File: src/rtl/clkdiv_pkg.sv
`timescale 1ns/1ps
package clkdiv_pkg;

    // width of the divider field
    parameter int DIV_W   = 8;
    // largest exponent honoured in power-of-two mode
    parameter int EXP_CAP = 15;
    // counter width able to hold the largest divisor 2^(EXP_CAP+1)
    localparam int CNT_W  = EXP_CAP + 2;

    typedef enum logic {
        GEN_IDLE = 1'b0,
        GEN_RUN  = 1'b1
    } gen_state_e;

    // decoded ratio used by the period sequencer
    typedef struct packed {
        logic [CNT_W-1:0] n;      // source cycles per output period
        logic             fix;    // apply half-cycle extension
    } ratio_t;

    // divisor implied by mode and field
    function automatic logic [CNT_W-1:0] ratio_of(
        input logic             pow2,
        input logic [DIV_W-1:0] div
    );
        logic [CNT_W-1:0] one;
        int unsigned      e;
        one = {{(CNT_W-1){1'b0}}, 1'b1};
        if (pow2) begin
            e = (int'(div) > EXP_CAP) ? EXP_CAP : int'(div);
            return one << (e + 1);
        end
        if (div <= 1) begin
            return one;
        end
        return CNT_W'(div);
    endfunction

endpackage

File: src/rtl/clkdiv_ratio.sv
`timescale 1ns/1ps
module clkdiv_ratio
    import clkdiv_pkg::*;
(
    input  logic             pow2,
    input  logic [DIV_W-1:0] div,
    input  logic             duty_fix,
    output ratio_t           ratio
);
    logic [CNT_W-1:0] n_dec;
    logic             odd_multi;

    always_comb begin
        n_dec     = ratio_of(pow2, div);
        // extension only matters for odd divisors of three or more
        odd_multi = n_dec[0] && (n_dec > {{(CNT_W-1){1'b0}}, 1'b1});
        ratio.n   = n_dec;
        ratio.fix = duty_fix && odd_multi;
    end
endmodule

File: src/rtl/clkdiv_seq.sv
`timescale 1ns/1ps
module clkdiv_seq
    import clkdiv_pkg::*;
(
    input  logic   clk,
    input  logic   rst,
    input  logic   run_req,
    input  ratio_t ratio_new,
    output logic   running,
    output logic   hi_phase,
    output logic   at_last,
    output ratio_t ratio_act
);
    gen_state_e       state;
    logic [CNT_W-1:0] cnt;
    logic [CNT_W-1:0] cnt_inc;
    logic [CNT_W-1:0] half_n;
    logic             new_is_multi;

    always_comb begin
        cnt_inc      = cnt + {{(CNT_W-1){1'b0}}, 1'b1};
        half_n       = ratio_act.n >> 1;
        at_last      = (cnt_inc == ratio_act.n);
        new_is_multi = (ratio_new.n != {{(CNT_W-1){1'b0}}, 1'b1});
        running      = (state == GEN_RUN);
    end

    always_ff @(posedge clk) begin
        if (rst) begin
            state     <= GEN_IDLE;
            cnt       <= '0;
            hi_phase  <= 1'b0;
            ratio_act <= '{n: {{(CNT_W-1){1'b0}}, 1'b1}, fix: 1'b0};
        end else begin
            case (state)
                GEN_IDLE: begin
                    if (run_req) begin
                        state     <= GEN_RUN;
                        cnt       <= '0;
                        ratio_act <= ratio_new;
                        hi_phase  <= new_is_multi;
                    end
                end
                GEN_RUN: begin
                    if (at_last) begin
                        // period boundary: stop or take up new ratio
                        cnt <= '0;
                        if (!run_req) begin
                            state    <= GEN_IDLE;
                            hi_phase <= 1'b0;
                        end else begin
                            ratio_act <= ratio_new;
                            hi_phase  <= new_is_multi;
                        end
                    end else begin
                        cnt      <= cnt_inc;
                        hi_phase <= (cnt_inc < half_n);
                    end
                end
                default: state <= GEN_IDLE;
            endcase
        end
    end
endmodule

File: src/rtl/clkdiv_halfstep.sv
`timescale 1ns/1ps
module clkdiv_halfstep (
    input  logic clk,
    input  logic rst,
    input  logic d,
    output logic q
);
    // copy of the high phase delayed by half a source cycle
    always_ff @(negedge clk) begin
        if (rst) begin
            q <= 1'b0;
        end else begin
            q <= d;
        end
    end
endmodule

File: src/rtl/clkdiv_gen.sv
`timescale 1ns/1ps
module clkdiv_gen
    import clkdiv_pkg::*;
(
    input  logic             clk,
    input  logic             rst,
    input  logic             cfg_en,
    input  logic             cfg_pow2,
    input  logic [DIV_W-1:0] cfg_div,
    input  logic             cfg_duty_fix,
    input  logic             cfg_idle_hi,
    input  logic             cfg_pin_en,
    input  logic             cfg_keep_in_stby,
    input  logic             stby_req,
    output logic             gen_clk,
    output logic             pin_clk,
    output logic             gen_busy
);
    ratio_t ratio_new;
    ratio_t ratio_act;
    logic   run_req;
    logic   running;
    logic   hi_phase;
    logic   hi_late;
    logic   at_last;
    logic   bypass;

    assign run_req = cfg_en && (!stby_req || cfg_keep_in_stby);

    clkdiv_ratio u_ratio (
        .pow2     (cfg_pow2),
        .div      (cfg_div),
        .duty_fix (cfg_duty_fix),
        .ratio    (ratio_new)
    );

    clkdiv_seq u_seq (
        .clk       (clk),
        .rst       (rst),
        .run_req   (run_req),
        .ratio_new (ratio_new),
        .running   (running),
        .hi_phase  (hi_phase),
        .at_last   (at_last),
        .ratio_act (ratio_act)
    );

    clkdiv_halfstep u_half (
        .clk (clk),
        .rst (rst),
        .d   (hi_phase),
        .q   (hi_late)
    );

    always_comb begin
        bypass = (ratio_act.n == {{(CNT_W-1){1'b0}}, 1'b1});
        if (!running) begin
            gen_clk = cfg_idle_hi;
        end else if (bypass) begin
            gen_clk = clk;
        end else begin
            gen_clk = hi_phase || (ratio_act.fix && hi_late);
        end
        pin_clk  = cfg_pin_en && gen_clk;
        gen_busy = running;
    end
endmodule

File: config.mk
export PLATFORM = sky130hd
export DESIGN_NAME = clkdiv_gen
export DESIGN_NICKNAME = d
export VERILOG_FILES = /design/src/rtl/clkdiv_pkg.sv /design/src/rtl/clkdiv_ratio.sv /design/src/rtl/clkdiv_seq.sv /design/src/rtl/clkdiv_halfstep.sv /design/src/rtl/clkdiv_gen.sv
export SDC_FILE = /design/constraint.sdc
export NUM_CORES = 1
export LEC_CHECK = 0
export ABC_AREA = 1
export ABC_CLOCK_PERIOD_IN_PS = 2400
export BUFFER_PORTS_ARGS = -buffer_cell sky130_fd_sc_hd__buf_4
export CAP_MARGIN = 0
export CORE_UTILIZATION = 45
export DETAILED_ROUTE_END_ITERATION = 10
export PLACE_DENSITY = 0.69
export REMOVE_ABC_BUFFERS = 1
export SKIP_LAST_GASP = 1
export SLEW_MARGIN = 20
export SYNTH_ARGS = -nofsm -noshare
export SYNTH_HDL_FRONTEND = slang
export SYNTH_SLANG_ARGS = --single-unit
export TNS_END_PERCENT = 30
File: constraint.sdc
create_clock -name clk -period 2.4 [get_ports clk]
set_clock_uncertainty 0.1 [all_clocks]
set_input_delay 0 -clock clk [delete_from_list [all_inputs] [get_ports clk]]
set_output_delay 0 -clock clk [all_outputs]
set_load 0.05 [all_outputs]
## Yosys cells after proc, flatten, opt, wreduce, memory -nomap -nowiden

Index checks and enable logic that the tools add are counted.

| operators by class | value |
|---|---|
| reduce and logical (&&, ||, !) cells | 8 |
| equality and inequality tests | 5 |
| shifts and indexed selects | 1 |
| multiplexer cells | 23 |
| bitwise logic cells | 1 |
| magnitude comparators | 4 |
| add/subtract/negate cells | 2 |

Operator list:

| kind | count |
|---|---|
| two-way mux 17 bit | 6 |
| two-way mux 18 bit | 2 |
| one-hot mux 18 bit (2 select lines) | 1 |
| one-hot mux 17 bit (2 select lines) | 1 |
| adder 32 x 1 -> 32 bit (second input constant) | 1 |
| left shift 1 x 32 -> 17 bit (first input constant) | 1 |
| adder 17 x 1 -> 17 bit (second input constant) | 1 |
| == test 17 x 1 -> 1 bit (second input constant) | 1 |
| == test 17 bit | 1 |
| > comparator 17 x 1 -> 1 bit (second input constant) | 1 |
| < comparator 17 x 16 -> 1 bit | 1 |
| inequality test 17 x 1 -> 1 bit (second input constant) | 1 |
| two-way mux 1 bit | 10 |
| > comparator 8 x 4 -> 1 bit (second input constant) | 1 |
| <= comparator 8 x 1 -> 1 bit (second input constant) | 1 |
| two-way mux 8 bit | 1 |
| logical AND 1 bit | 5 |
| one-hot mux 1 bit (2 select lines) | 2 |
| logical OR 1 bit | 2 |
| inequality test 2 x 1 -> 1 bit (second input constant) | 1 |
| inequality test 2 bit (second input constant) | 1 |
| logical NOT 1 bit | 1 |
| inverter 1 bit | 1 |

| word-level totals | value |
|---|---|
| register bits after elaboration | 38 |
| word-level logic and storage cells | 50 |
| input port bits | 17 |

## Logic depth before layout (Yosys ltp)

Gate-level depths: netlist of the first run.

| depth | value |
|---|---|
| word-level depth | 14 |
| mapped depth | 21 |
| gate-level depth less buffers | 21 |

## Cells and area by module

A second synthesis of the first run with hierarchy kept.

| second synthesis, totals | value |
|---|---|
| cell total of the unflattened synthesis | 581 |
| area total of the unflattened synthesis | 3582.2 µm² |

By module, submodules not included:

| module | times used | cells each | seq. area each (µm²) | area each (µm²) |
|---|---|---|---|---|
| clkdiv_seq | 1 | 446 | 740.7 | 2855.2 |
| clkdiv_ratio | 1 | 104 | 0.0 | 554.3 |
| clkdiv_gen | 1 | 27 | 0.0 | 138.9 |
| clkdiv_halfstep | 1 | 4 | 20.0 | 33.8 |

==> results.ini, run 1 <==
[routing]
drtIter0Drc=281
drt-vias-per-instance=5.41
drtAntennaViolNets=0
finalWirelength_um=10100
drt_pre_antenna_iters=5
drcViolationCount=0
wire_per_inst_um=14.3
vias=3800

[finish]
seq_area_um2=771
antenna-diode-count=0
drive_gt1_frac=0.275
post-route-util=0.636
fillers=583
final_cells=703
nets=640
multi_input_area_um2=2370
areaGrowthSynthToFinish_pct=36.8

[yosys]
synth_common_cells=nand2_1, nand3_1, inv_1
postSynthAreaPerCell_um2=5.91
syn_inst=535
synth_top_area_share=0.241
synthTopCellsByArea=dfxtp_1, nand2_1, nand3_1, inv_1, nor2_1
synth_most_common_cell=nand2_1
yosysTopAreaCell=dfxtp_1
synth_edf_count=0
synth-async-reset-ratio=0
yosysUniqueCellTypes=32
yosysSeqAreaShare=0.241
synth_ff_type=dfxtp_1
mappedNetlistArea_um2=3160
ys_ff_latch=38
ys.warnings.count=0

[min_path]
min_path_type=in -> reg
worstHoldStart=rst
hold-path-cell-count=3
whs_endpoint=u_seq.cnt[2]$_SDFFE_PP0P_

[cts]
clkLatencyLatePin_ps=410
cts_tree=built
clk_pin_slew_worst_paths_ps=80

[timing]
relSlewSlack=0.564
rsz0062_at_grt=yes
setup_viol=40
timing.final.ws_setup_ps=-452
worstMarginPinSlew_ps=650
hold_slack_ps=-8.15
hold_viol=5
final-max-slew-violation-count=0

[power]
vdd_drop_max_mv=0.224
p_per_area_nw_per_um2=460
seqPwrFrac=0.346
p_leak_nw=2.01
internal-power_mw=1.31
comb_power_share=0.258
switching_power_mw=0.679
switching_share=0.341
clockPowerShare=0.395

[global_routing]
gr-usage-met3=0.0654
first_global_vias=3416
grtUsageMet2=0.452
grt_remaining_overflow=0
grt_max_degree=25
antenna_found_initial=0
grt_pass1_wl_um=15600
top_usage_layer=met2
met1_usage=0.323
grt_usage=0.273

[placed_design]
portBuffers=19
gp_congestion=0.978
dp_hpwl_um=7060
place_inst=673

[die]
fp.dieH_um=85.8
fp-row-count=30
core_area_um2=6790
die_area_um2=7360
die-width_um=85.8
io_pins=20
start_util=0.465

[worst_setup_path]
cp-end-kind=output pin
timing.reg2reg.setup_slack_ps=-170
required_ps=2300
reg2reg_from=u_seq.cnt[1]$_SDFFE_PP0P_
startpoint_type=flop
path_class=reg -> out
worst_r2r_path_depth=19
critPathMaxFanout=2
r2r-end=u_seq.ratio_act[9]$_SDFFE_PP0P_
crit_arrival_ps=2750

[job]
drv_cap=0

[run_status]
outcome=finished with violations
violations=hold timing, setup timing

stage by stage:
step	cell area (um^2)	setup WS (ps)	power, mW	setup TNS [ps]
floorplan	3090	-220	0.980	-220
global placement	3640	-10.1	1.13	-10.1
detailed placement	3640	-98.0	1.14	-128
CTS	3900	-459	1.89	-1150
global route	4320	-522	2.08	-9530
finish	4320	-452	1.99	-3920
logic make-up (layout without fill, tap and decap cells):
group | after synthesis | count (layout) | share of synthesized area
XOR/XNOR | 2 | 2 | 0.00554
adder cells (fa/ha/maj) | 17 | 17 | 0.0673
AND/OR/NAND/NOR | 331 | 333 | 0.475
flip-flops | 38 | 38 | 0.241
AO/OA/AOI/OAI | 59 | 59 | 0.100
buffers and inverters | 88 | 158 | 0.111
sequential cells by signal (all words and copies together) (netlist names):
name / cells
u_half.q: 1
u_seq.hi_phase: 1
u_seq.cnt: 17
u_seq.ratio_act: 18
u_seq.running: 1
layout by cell type, fill, tap and decap left out, drive strengths merged, types with 2 or more instances in the layout:
cell	n
nor2	66
dlygate4sd3	3
clkinv	4
nand3	78
clkbuf	14
buf	64
nor3	5
o211ai	2
a21oi	40
o21ai	10
nand2	162
nand4	16
a21boi	4
nand3b	4
inv	72
ha	17
dfxtp	38
critical path: stages, from the launching register on:
cell and delay, ps:
dfxtp_2 310, a21oi_2 50, o211ai_1 210, o21ai_2 110
clkbuf_8 160, nor2_4 90, buf_8 150
how the worst max path moves through the flow:
stage,startpoint,to,cells after the start
after floorplan,u_half.q$_SDFF_NP0_,pin_clk,4
after global placement,u_seq.cnt[0]$_SDFFE_PP0P_,u_seq.hi_phase$_SDFFE_PP0P_,20
after detailed placement,u_seq.cnt[0]$_SDFFE_PP0P_,u_seq.hi_phase$_SDFFE_PP0P_,20
after CTS,u_half.q$_SDFF_NP0_,pin_clk,6
after global routing,u_half.q$_SDFF_NP0_,pin_clk,6
final,u_half.q$_SDFF_NP0_,pin_clk,6
timing repair:
action | CTS | global route
cloned | 0 | 3
pin swaps | 3 | 33
endpoints found under the setup margin | 15 | 42
hold endpoints to repair | 2 | 0
buffers inserted | 0 | 8
resized for setup | 12 | 75
hold buffers | 3 | 0
power by group through the flow:
| stage | Sequential (mW) | Combinational [mW] | Clock [mW] |
|---|---|---|---|
| 3_5_place_dp | 0.697 | 0.407 | 0.0347 |
| 4_1_cts | 0.684 | 0.416 | 0.789 |
| 6_report | 0.689 | 0.514 | 0.786 |
| 2_1_floorplan | 0.701 | 0.251 | 0.0280 |
| 3_3_place_gp | 0.696 | 0.401 | 0.0347 |
| 5_1_grt | 0.692 | 0.567 | 0.825 |
layout make-up:
cell class,count,share of cell area
clock buffer,15,0.0483
clock inverter,5,0.00608
sequential,38,0.178
timing repair buffer,66,0.129
inverter,72,0.0625
tap,96,0.0278
multi-input combinational,411,0.548
metal layers:
metal | vias to the layer above | routed length, um
met2 | 136 | 4960
met1 | 1741 | 4300
met3 | 36 | 408
li1 | 1887 | -
met4 | 0 | 399
met5 | - | 0
Power figures use the tool's default switching activity.
==> run 2, diff against run 1 <==
--- a/config.mk
+++ b/config.mk
@@ -6,12 +6,12 @@
 export NUM_CORES = 1
 export LEC_CHECK = 0
 export ABC_AREA = 1
-export ABC_CLOCK_PERIOD_IN_PS = 2400
+export ABC_CLOCK_PERIOD_IN_PS = 2900
 export BUFFER_PORTS_ARGS = -buffer_cell sky130_fd_sc_hd__buf_4
 export CAP_MARGIN = 0
 export CORE_UTILIZATION = 45
 export DETAILED_ROUTE_END_ITERATION = 10
-export PLACE_DENSITY = 0.69
+export PLACE_DENSITY = 0.67
 export REMOVE_ABC_BUFFERS = 1
 export SKIP_LAST_GASP = 1
 export SLEW_MARGIN = 20
==> constraint.sdc (replaced) <==
create_clock -name clk -period 2.9 [get_ports clk]
set_clock_uncertainty 0.1 [all_clocks]
set_input_delay 0 -clock clk [delete_from_list [all_inputs] [get_ports clk]]
set_output_delay 0 -clock clk [all_outputs]
set_load 0.05 [all_outputs]
==> run 2 against run 1 <==
Effect of this change: routed wire length is 12% lower; setup slack better by 270 ps; non-clock buffer count is 35 lower; final cell count is 5.3% lower; the flow finishes with violations (setup timing); total power is 17% lower; utilization is 8.8 points lower; global-route usage is 0.73 points lower; design area is 14% lower; sequential power is 18% lower; critical path depth stayed put; die area stayed put; register-to-register slack better by 180 ps.
==> results.ini, run 2 (synthesis results as in run 1) <==
[run_status]
outcome=finished with violations
violations=setup timing

[finish]
areaGrowthSynthToFinish_pct=17.8
drive_gt1_frac=0.119  ; -0.156
largest_reg_flops=18  ; unchanged
mostFrequentLayoutCells=nand2_1, nand3_1, inv_1, nor2_1, a21oi_1
nets=603  ; -5.8%
top_regs=u_seq.ratio_act x18, u_seq.cnt x17
largest-register=u_seq.ratio_act
layout_commonest_cell=nand2_1
antenna-diode-count=0  ; unchanged

[power]
p_per_area_nw_per_um2=441  ; -4.1%
comb_power_share=0.200  ; -0.058
vdd_drop_max_mv=0.215  ; -4.2%
seqPwrFrac=0.346  ; about the same
total_power_mw=1.64  ; -17%
switching_share=0.319  ; -0.0222
clockPowerShare=0.454  ; +0.059
switching_power_mw=0.524  ; -23%
internal-power_mw=1.12  ; -15%
p_leak_nw=1.77  ; -12%

[global_routing]
grt_max_degree=25  ; unchanged
grt_pass1_wl_um=15000  ; -4.1%
antenna_found_initial=0  ; unchanged
grt_remaining_overflow=0  ; unchanged
first_global_vias=3265  ; -4.4%
grt_usage=0.265  ; -0.00735

[timing]
timing.final.ws_setup_ps=-184  ; +268 ps
final-max-slew-violation-count=0  ; unchanged
worstMarginPinSlew_ps=490  ; -160 ps
relSlewSlack=0.670  ; +0.106
hold_viol=0  ; -5
setup_viol=3  ; -93%
rsz0062_at_grt=yes
setup_tns_ps=-322  ; +3600 ps

[routing]
finalWirelength_um=8900  ; -12%
vias=3467  ; -8.8%
drt_pre_antenna_iters=4  ; -1
drcViolationCount=0  ; unchanged
drt-vias-per-instance=5.21  ; -3.7%
drtIter0Drc=206  ; -27%
drtAntennaViolNets=0  ; unchanged
wire_per_inst_um=13.4  ; -6.7%

[cts]
cts_tree=built
clk_pin_slew_worst_paths_ps=90  ; about the same
clkLatencyLatePin_ps=400  ; about the same

[placed_design]
dp_hpwl_um=6710  ; -4.9%
portBuffers=19  ; unchanged
gp_congestion=0.987  ; +0.93%

[die]
die_area_um2=7360  ; unchanged
fp.dieH_um=85.8  ; unchanged
fp-row-count=30  ; unchanged
start_util=0.465  ; unchanged
die-width_um=85.8  ; unchanged
core_area_um2=6790  ; unchanged
io_pins=20  ; unchanged

[min_path]
worstHoldStart=cfg_div[5]
min_path_type=in -> reg

[worst_setup_path]
startpoint_type=flop
reg2reg_from=u_seq.cnt[0]$_SDFFE_PP0P_
crit_family=compound AO/OA/AOI/OAI gates
cp_slowest_stage_delay_ps=320  ; about the same
crit_arrival_ps=2980  ; +230 ps
required_ps=2800  ; +500 ps
cp_cell_sequence=a21oi_2, o211ai_1, o21ai_2, clkbuf_8, nor2_4, buf_8
cp_slowest_cell=dfxtp_2
cp-end-kind=output pin
worstSetupStartpoint=u_half.q$_SDFF_NP0_
crit_buf_inv=2  ; unchanged
path_class=reg -> out
critPathMaxFanout=2  ; unchanged

[job]
drv_cap=0  ; unchanged

## run 2: cell types whose count changed in the layout (fill, tap and decap cells not counted), moves of 7 or more
| cell | before | now |
|---|---|---|
| a21oi_1 | 31 | 39 |
| a21oi_2 | 9 | 1 |
| buf_4 | 57 | 25 |
| dfxtp_1 | 30 | 37 |
| dfxtp_2 | 8 | 1 |
| nand2_1 | 136 | 152 |
| nand2_2 | 19 | 5 |
## run 2: routing by layer
metal,vias to the layer above,wire [um],track usage
met5,-,0,0
met1,1567,4230,0.321
met3,18,286,0.0712
li1,1799,-,-
met2,83,4170,0.428
met4,0,221,0.147
## run 2: layout make-up
cell class | instances | area [um^2]
inverter | 72 | 270
tap | 96 | 120
fill | 712 | 3070
clock inverter | 5 | 50.0
multi-input combinational | 409 | 2060
timing repair buffer | 31 | 248
sequential | 38 | 762
clock buffer | 15 | 209
## run 2: what timing repair did
| action | CTS | global route |
|---|---|---|
| buffers inserted | 0 | 0 |
| pin swaps | 3 | 2 |
| hold buffers | 6 | 0 |
| gates resized for setup | 11 | 1 |
| endpoints found under the setup margin | 4 | 5 |
| hold endpoints to repair | 8 | 0 |
## run 2: metrics by stage
stage,setup slack [ps],instance area (um^2),util,hold slack (ps),instances
floorplan,29.8,3090,-,-30.9,521
global placement,337,3410,0.502,201,644
detailed placement,253,3410,0.502,207,644
CTS,-271,3720,0.548,26.4,666
global route,-260,3720,0.548,72.2,666
finish,-184,3720,0.548,25.3,666
## run 2: power groups by stage
stage	sequential, mW	clock, mW	combinational (mW)
floorplan	0.580	0.0232	0.208
global placement	0.578	0.0287	0.314
detailed placement	0.578	0.0287	0.315
CTS	0.568	0.753	0.327
global route	0.571	0.788	0.368
finish	0.568	0.746	0.328
## run 2: worst paths after layout
| path | endpoint | slack, ps | depth (start not counted) |
|---|---|---|---|
| max | pin_clk | -180 | 6 |
| min | u_seq.ratio_act[6]$_SDFFE_PP0P_ | 30 | 6 |
| max reg2reg | u_seq.running$_SDFF_PP0_ | 10 | 15 |
| min reg2reg | u_seq.ratio_act[4]$_SDFFE_PP0P_ | 400 | 2 |
## run 2: worst min-delay path, delay by kind of cell
kind | cells | cell delay (ps)
AO/OA/AOI/OAI | 2 | 240
buffers and inverters | 1 | 80
AND/OR/NAND/NOR | 3 | 170
